[config.mk]
export PLATFORM = sky130hd
export DESIGN_NAME = codec_byte_port
export DESIGN_NICKNAME = d
export VERILOG_FILES = /design/src/rtl/cbp_pkg.sv /design/src/rtl/cbp_capture.sv /design/src/rtl/cbp_feed.sv /design/src/rtl/cbp_throttle.sv /design/src/rtl/codec_byte_port.sv
export SDC_FILE = /design/constraint.sdc
export NUM_CORES = 1
export LEC_CHECK = 0
export CAP_MARGIN = 10
export CELL_PAD_IN_SITES_DETAIL_PLACEMENT = 1
export CELL_PAD_IN_SITES_GLOBAL_PLACEMENT = 1
export CORE_MARGIN = 2
export CORE_UTILIZATION = 20
export DETAILED_ROUTE_END_ITERATION = 7
export PLACE_DENSITY_LB_ADDON = 0.1
export SETUP_SLACK_MARGIN = 0.4
export SLEW_MARGIN = 5
export SYNTH_ARGS = -nofsm -noshare
export SYNTH_HDL_FRONTEND = slang
export SYNTH_SLANG_ARGS = --single-unit
[constraint.sdc]
create_clock -name clk -period 2.9 [get_ports clk]
set_input_delay 0.58 -clock clk [delete_from_list [all_inputs] [get_ports clk]]
set_output_delay 0.58 -clock clk [all_outputs]
set_load 0.01 [all_outputs]
[src/rtl/cbp_pkg.sv]
`timescale 1ns/1ps
package cbp_pkg;

  typedef enum logic {
    DIR_COMPRESS   = 1'b0,
    DIR_DECOMPRESS = 1'b1
  } dir_e;

  // Headroom left after transfers already committed, compared with the margin
  // the master's lookahead needs.
  function automatic logic hold_needed(input int level, input int committed, input int margin);
    return (level - committed) <= margin;
  endfunction

endpackage

[src/rtl/cbp_capture.sv]
`timescale 1ns/1ps
module cbp_capture #(
  parameter int DATA_W = 8
) (
  input  logic              clk,
  input  logic              rst_n,
  input  logic              acc_wr,
  input  logic [DATA_W-1:0] cbus_in,
  output logic              push_en,
  output logic [DATA_W-1:0] push_data
);

  logic              cap_vld_q;
  logic [DATA_W-1:0] cap_byte_q;

  always_ff @(posedge clk or negedge rst_n) begin
    if (!rst_n) begin
      cap_vld_q  <= 1'b0;
      cap_byte_q <= '0;
    end else begin
      cap_vld_q <= acc_wr;
      if (acc_wr) cap_byte_q <= cbus_in;
    end
  end

  assign push_en   = cap_vld_q;
  assign push_data = cap_byte_q;

endmodule

[src/rtl/cbp_feed.sv]
`timescale 1ns/1ps
module cbp_feed #(
  parameter int DATA_W = 8
) (
  input  logic              acc_rd,
  input  logic [DATA_W-1:0] pop_data,
  output logic              pop_en,
  output logic [DATA_W-1:0] cbus_out,
  output logic              cbus_oe
);

  assign pop_en   = acc_rd;
  assign cbus_oe  = acc_rd;
  assign cbus_out = acc_rd ? pop_data : '0;

endmodule

[src/rtl/cbp_throttle.sv]
`timescale 1ns/1ps
module cbp_throttle
  import cbp_pkg::*;
#(
  parameter int LVL_W  = 5,
  parameter int MARGIN = 1
) (
  input  logic             rst_n,
  input  dir_e             dir,
  input  logic [LVL_W-1:0] fifo_free,
  input  logic [LVL_W-1:0] fifo_fill,
  input  logic             wr_pend,
  input  logic             acc_wr,
  input  logic             acc_rd,
  output logic             busy
);

  logic room_low;
  logic data_low;

  always_comb begin
    room_low = hold_needed(int'(fifo_free), int'(wr_pend) + int'(acc_wr), MARGIN);
    data_low = hold_needed(int'(fifo_fill), int'(acc_rd), MARGIN);
  end

  assign busy = !rst_n || ((dir == DIR_DECOMPRESS) ? data_low : room_low);

endmodule

[src/rtl/codec_byte_port.sv]
`timescale 1ns/1ps
module codec_byte_port
  import cbp_pkg::*;
#(
  parameter int DATA_W = 8,
  parameter int LVL_W  = 5,
  parameter int MARGIN = 1
) (
  input  logic              clk,
  input  logic              rst_n,
  input  logic              mode_dec,
  input  logic              cs_n,
  input  logic [DATA_W-1:0] cbus_in,
  output logic [DATA_W-1:0] cbus_out,
  output logic              cbus_oe,
  output logic              busy,
  output logic              push_en,
  output logic [DATA_W-1:0] push_data,
  input  logic [LVL_W-1:0]  fifo_free,
  output logic              pop_en,
  input  logic [DATA_W-1:0] pop_data,
  input  logic [LVL_W-1:0]  fifo_fill
);

  dir_e dir;
  logic acc_cyc;
  logic acc_wr;
  logic acc_rd;

  assign dir     = mode_dec ? DIR_DECOMPRESS : DIR_COMPRESS;
  assign acc_cyc = rst_n && !cs_n;
  assign acc_wr  = acc_cyc && (dir == DIR_COMPRESS);
  assign acc_rd  = acc_cyc && (dir == DIR_DECOMPRESS);

  cbp_capture #(.DATA_W(DATA_W)) u_capture (
    .clk       (clk),
    .rst_n     (rst_n),
    .acc_wr    (acc_wr),
    .cbus_in   (cbus_in),
    .push_en   (push_en),
    .push_data (push_data)
  );

  cbp_feed #(.DATA_W(DATA_W)) u_feed (
    .acc_rd   (acc_rd),
    .pop_data (pop_data),
    .pop_en   (pop_en),
    .cbus_out (cbus_out),
    .cbus_oe  (cbus_oe)
  );

  cbp_throttle #(.LVL_W(LVL_W), .MARGIN(MARGIN)) u_throttle (
    .rst_n     (rst_n),
    .dir       (dir),
    .fifo_free (fifo_free),
    .fifo_fill (fifo_fill),
    .wr_pend   (push_en),
    .acc_wr    (acc_wr),
    .acc_rd    (acc_rd),
    .busy      (busy)
  );

endmodule

==> results of run 1 <==
[report_power, final]
part	total, mW	leakage (nW)	internal (mW)	switching (mW)
Combinational	0.173	0.425	0.115	0.0581
Clock	0.0983	0.0150	0.0531	0.0452
Sequential	0.158	0.108	0.147	0.0105
Total	0.429	0.548	0.315	0.114
[cell families after synthesis]
logic type	after synthesis
AO/OA/AOI/OAI	4
XOR/XNOR	2
adder cells (fa/ha/maj)	7
buffers and inverters	10
flip-flops	9
multiplexers	8
AND/OR/NAND/NOR	22
[critical path, delay by kind of cell]
family,cells,cell delay [ns]
compound gates,1,0.14
buf+inv,2,0.24
fa+ha+maj,4,0.99
simple gates,3,0.49
[through the flow]
step           hold WS (ns)  instance area, um2
2_1_floorplan        0.2844               665.6
3_3_place_gp         0.4899                1252
3_5_place_dp         0.4978                1252
4_1_cts              0.2393                1303
5_1_grt              0.2547                1325
6_report             0.2431                1325
[repair_timing]
action                                  CTS  global route
endpoints found under the setup margin   11             9
cloned                                    0             0
pin swaps                                 8             8
buffers inserted                          1             0
gates resized for setup                  23             4
hold endpoints to repair                  0             0
[how the worst max path moves through the flow]
| stage | from | to | slack [ns] | depth (start not counted) |
|---|---|---|---|---|
| after CTS | cs_n | busy | -0.24 | 10 |
| after global routing | mode_dec | busy | -0.22 | 11 |
| final | mode_dec | busy | -0.12 | 10 |
| after global placement | mode_dec | busy | -0.95 | 10 |
| after floorplan | mode_dec | busy | 0.02 | 9 |
| after detailed placement | rst_n | busy | -0.97 | 11 |
[state kept, by name, indices dropped and copies added, names as in the netlist]
| signal | count |
|---|---|
| u_capture.push_en | 1 |
| u_capture.push_data | 8 |
[area by class of cell]
cell class | instances | share of cell area [%]
Timing Repair Buffer | 58 | 41.83
Multi-Input combinational cell | 43 | 33.05
Sequential cell | 9 | 17.00
Tap cell | 44 | 4.155
Clock buffer | 4 | 1.983
Inverter | 7 | 1.983
[routing by layer]
metal | vias to the layer above | share of wire [%] | routed length, um | global-route usage (%)
met5 | - | 0 | 0 | 0
met4 | 0 | 1.6 | 31 | 5.590
met3 | 4 | 8.8 | 172 | 3.838
met2 | 23 | 55 | 1073 | 20.58
met1 | 317 | 35 | 681 | 10.57
li1 | 325 | - | - | -
[Yosys cell counts (all sizes together)]
master / number
dfrtp: 9
and2: 8
mux2: 8
inv: 7
ha: 6
nor3b: 3
buf: 2
nand2b: 2
nand3: 2
nor2: 2
xnor2: 2
and3b: 1
clkbuf: 1
fa: 1
nand2: 1
nand3b: 1
nand4: 1
nor3: 1
o211ai: 1
o21ai: 1
o311a: 1
o31a: 1
==> out/metrics.cfg, run 1 <==
[run_status]
status = finished with violations
failed_checks = negative setup slack

[drt]
drt_iter0_markers = 6
ant_nets = 0
routed-via-count = 669
via_per_inst = 4.055
drt_pass1_iterations = 2
drt_wl_total_um = 1959
remaining_drc_errors = 0
wire_per_inst_um = 11.87

[cts]
cts_root_buf = clkbuf_4
cts_htree_levels = 1
cts_tree = yes
hold_buffers = 0
cts_sinks = 9
clk_pin_slew_ns = 0.06
cts-buffers-inserted = 3
clk_path_buf_depth = 2
clk_latency_ns = 0.26

[layout]
fin_util_pct = 43.40
multiInputGateArea_um2 = 437.9
layoutNonFillerInstCount = 165
diodes = 0
syn2layout_area_growth_pct = 106.0
fin_nets = 159
seq_area_um2 = 225.2
drive_above_1_share_pct = 26.45
final_cell_mix = clkdlybuf4s50_1 (45), buf_4 (9), dfrtp_1 (9)
fillers = 365
mostFrequentLayoutCell = clkdlybuf4s50_1

[floorplan]
initial_core_util_pct = 21.07
die_y_um = 60.71
ios = 50
die_x_um = 60.71
core_area_um2 = 3053
row_count = 20
die_area_um2 = 3685

[place]
dp_cells = 160
pre_cts_slack_ns = -0.9673
place_hpwl_um = 1584
io_buffers = 49
gp_congestion = 0.7259

[setup_path]
r2r-end = u_capture.push_data[3]
cp.required_ns = 2.32
crit_arrival_ns = 2.44
critPathKind = input port to output pin
worstRegToRegCells = 1
r2r_slack_ns = 2.14
cp_max_fo = 2
path_cells = buf_8, nor3b_4, ha_4, ha_4, fa_2, nor3b_4, ha_4, nand4_1, o211ai_2, buf_2
cpPeakStageDelay_ns = 0.33
end_kind = output pin
crit_top_cell = ha_4
r2r-start = u_capture.push_data[3]
slowest_stage = fa_2
critPathLaunchType = input port

[synth]
synth_top_family_by_area = simple AND/OR/NAND/NOR gates
ys_seq_elements = 9
synthDistinctLibCells = 22
yosysSeqAreaShare_pct = 35.02
synthesis.area_um2 = 643.1
synth-simple-area-share_pct = 20.82
synth_xor_area_share_pct = 2.724
yosysWarnings = 0
synth_fa_ha_area_share_pct = 14.79
synthCells = 62
synthMuxAreaShare_pct = 14.01
synth_compound_gate_area_share_pct = 5.642
synth.avg_cell_area_um2 = 10.37
synth.net_count = 99
synthTopCellsByArea = dfrtp_1 (35%), mux2_2 (14%), ha_1 (12%)
synth_top_area_share_pct = 35.02
yosysTopAreaCell = dfrtp_1

[power_and_ir_drop]
ir_drop_mv = 0.1727
power.density_nw_per_um2 = 323.8
total_leakage_power_nw = 0.5482
power_mw = 0.4291

[sta]
min_period_ns = 3.023
hold_viol = 0
tightest_slew_ns = 0.2061
fin_ws_ns = -0.1231
rsz0062_at_grt = yes
max-slew-margin-rel_pct = 86.23
fmax_mhz = 330.8
finalCritPeriodShare_pct = 104.2
finClkSkew_ns = 0
tns_ns = -0.1231
setup_viol = 1
slew_violations = 0

[hold_path]
hp-class = input port to async pin

[global_route]
grt_max_degree = 12
track_usage_pct = 11.02
antenna_found_initial = 0
grt_pass1_vias = 702
grt_pass1_wl_um = 2939
globalRoute.totalOverflow = 0

[flow_run]
max-cap-violations = 0

Note: power is estimated with default switching activity, not from simulation.
==> run 2: changes to the inputs <==
--- a/config.mk
+++ b/config.mk
@@ -11,7 +11,7 @@
 export CORE_MARGIN = 2
 export CORE_UTILIZATION = 20
 export DETAILED_ROUTE_END_ITERATION = 7
-export PLACE_DENSITY_LB_ADDON = 0.1
+export PLACE_DENSITY = 0.8
 export SETUP_SLACK_MARGIN = 0.4
 export SLEW_MARGIN = 5
 export SYNTH_ARGS = -nofsm -noshare
==> run 2 against run 1 <==
Net effect: the flow still finishes with violations (negative setup slack); non-clock buffer count grew 2; cell area is 2.0% higher; utilization is 0.86 points higher; critical endpoint unchanged.
==> out/metrics.cfg, run 2 (synthesis gave the netlist of run 1 again) <==
[global_route]
grt_pass1_wl_um = 3153
track_usage_pct = 11.51
antenna_found_initial = 0
globalRoute.totalOverflow = 0
grt_max_degree = 12
grt_pass1_vias = 754

[sta]
finClkSkew_ns = 0
rsz0062_at_grt = yes
max-slew-margin-rel_pct = 85.99
setup_viol = 1
hold_viol = 0
min_period_ns = 3.057
fin_ws_ns = -0.1570
slew_violations = 0
fmax_mhz = 327.1
finalCritPeriodShare_pct = 105.4
tightest_slew_ns = 0.2095

[drt]
drt_iter0_markers = 4
via_per_inst = 4.036
wire_per_inst_um = 12.60
routed-via-count = 674
drt_pass1_iterations = 4
ant_nets = 0
drt_wl_total_um = 2105
remaining_drc_errors = 0

[setup_path]
worstRegToRegCells = 1
cp.required_ns = 2.32
crit_top_cell = ha_4
critPathLaunchType = input port
end_kind = output pin
cpPeakStageDelay_ns = 0.35
cp_max_fo = 2
critPathKind = input port to output pin
path_cells = buf_6, nor3b_4, ha_4, ha_4, fa_2, nor3b_4, ha_4, nor2_4, nand4_1, o211ai_2, buf_2
slowest_stage = fa_2
crit_arrival_ns = 2.48
cp_num_cells = 11
path_buf_inv = 2
critPathTopFamily = adder cells

[cts]
clk_pin_slew_ns = 0.06
clk_latency_ns = 0.25
cts_sinks = 9
cts_tree = yes
cts_htree_levels = 1
clk_path_buf_depth = 2
cts_root_buf = clkbuf_4
cts-buffers-inserted = 3

[layout]
drive_above_1_share_pct = 27.64
fin_nets = 161
mostFrequentLayoutCell = clkdlybuf4s50_1
final_cell_mix = clkdlybuf4s50_1 (45), buf_4 (10), dfrtp_1 (9)
diodes = 0
largest_register_ffs = 8
fin_util_pct = 44.26
syn2layout_area_growth_pct = 110.1

[power_and_ir_drop]
power_mw = 0.4289
total_leakage_power_nw = 0.5615
power.density_nw_per_um2 = 317.4
ir_drop_mv = 0.2045

[run_status]
failed_checks = negative setup slack
status = finished with violations

[place]
gp_congestion = 0.7367
io_buffers = 49
place_hpwl_um = 1782

[floorplan]
initial_core_util_pct = 21.07
ios = 50
die_x_um = 60.71
row_count = 20
die_y_um = 60.71
core_area_um2 = 3053
die_area_um2 = 3685

[flow_run]
max-cap-violations = 0

[hold_path]
hp-class = input port to async pin

-- run 2: cell types whose count changed in the layout (fill, tap and decap cells not counted) --
cell and delta:
buf_6 +3, buf_2 -1, buf_8 -1, nor2_4 +1, buf_4 +1, nor2_2 -1
-- run 2: layout make-up --
type / count / area, um2
flip-flops and latches: 9 / 225.2
well taps: 44 / 55.05
multi-input cells: 43 / 442.9
repair buffers: 60 / 575.6
fillers: 347 / 1702
clock buffers: 4 / 26.28
inverters: 7 / 26.28
-- run 2: worst paths after layout --
check                                  startpoint                endpoint  slack (ns)
setup / recovery                             cs_n                    busy       -0.16
hold / removal                              rst_n  u_capture.push_data[0]        0.20
setup reg to reg           u_capture.push_data[3]  u_capture.push_data[3]        2.14
hold reg to reg            u_capture.push_data[6]  u_capture.push_data[6]        0.51
max in group asynchronous                   rst_n  u_capture.push_data[3]        2.57
min in group clk           u_capture.push_data[6]  u_capture.push_data[6]        0.51
-- run 2: timing repair --
| item | 4_1_cts | 5_1_grt |
|---|---|---|
| gates resized for setup | 24 | 5 |
| buffers inserted | 2 | 1 |
| pin swaps | 8 | 6 |
| hold buffers | 0 | 0 |
| endpoints found under the setup margin | 11 | 9 |
-- run 2: stage by stage --
stage                     area, um2  setup slack, ns  TNS [ns]  hold slack [ns]  instances
after CTS                      1313          -0.2764   -0.2764           0.2544        166
after floorplan               665.6          0.01912         0           0.2844         62
after global placement         1252          -0.9809   -0.9809           0.4901        160
final                          1351          -0.1570   -0.1570           0.2033        167
after global routing           1351          -0.2749   -0.2749           0.1980        167
after detailed placement       1252           -1.095    -1.126           0.4986        160
-- run 2: layer usage --
metal / part of all wire [%] / up-vias / track usage (%)
met3: 4.9 / 0 / 1.279
li1: - / 332 / -
met2: 62 / 19 / 23.66
met4: 0 / 0 / 4.658
met1: 33 / 323 / 11.39
met5: 0 / - / 0
-- run 2: power breakdown --
part / internal, mW / total [mW] / switching, mW
Sequential: 0.147 / 0.159 / 0.0112
Combinational: 0.118 / 0.177 / 0.0598
Clock: 0.0528 / 0.0928 / 0.0401
Total: 0.318 / 0.429 / 0.111
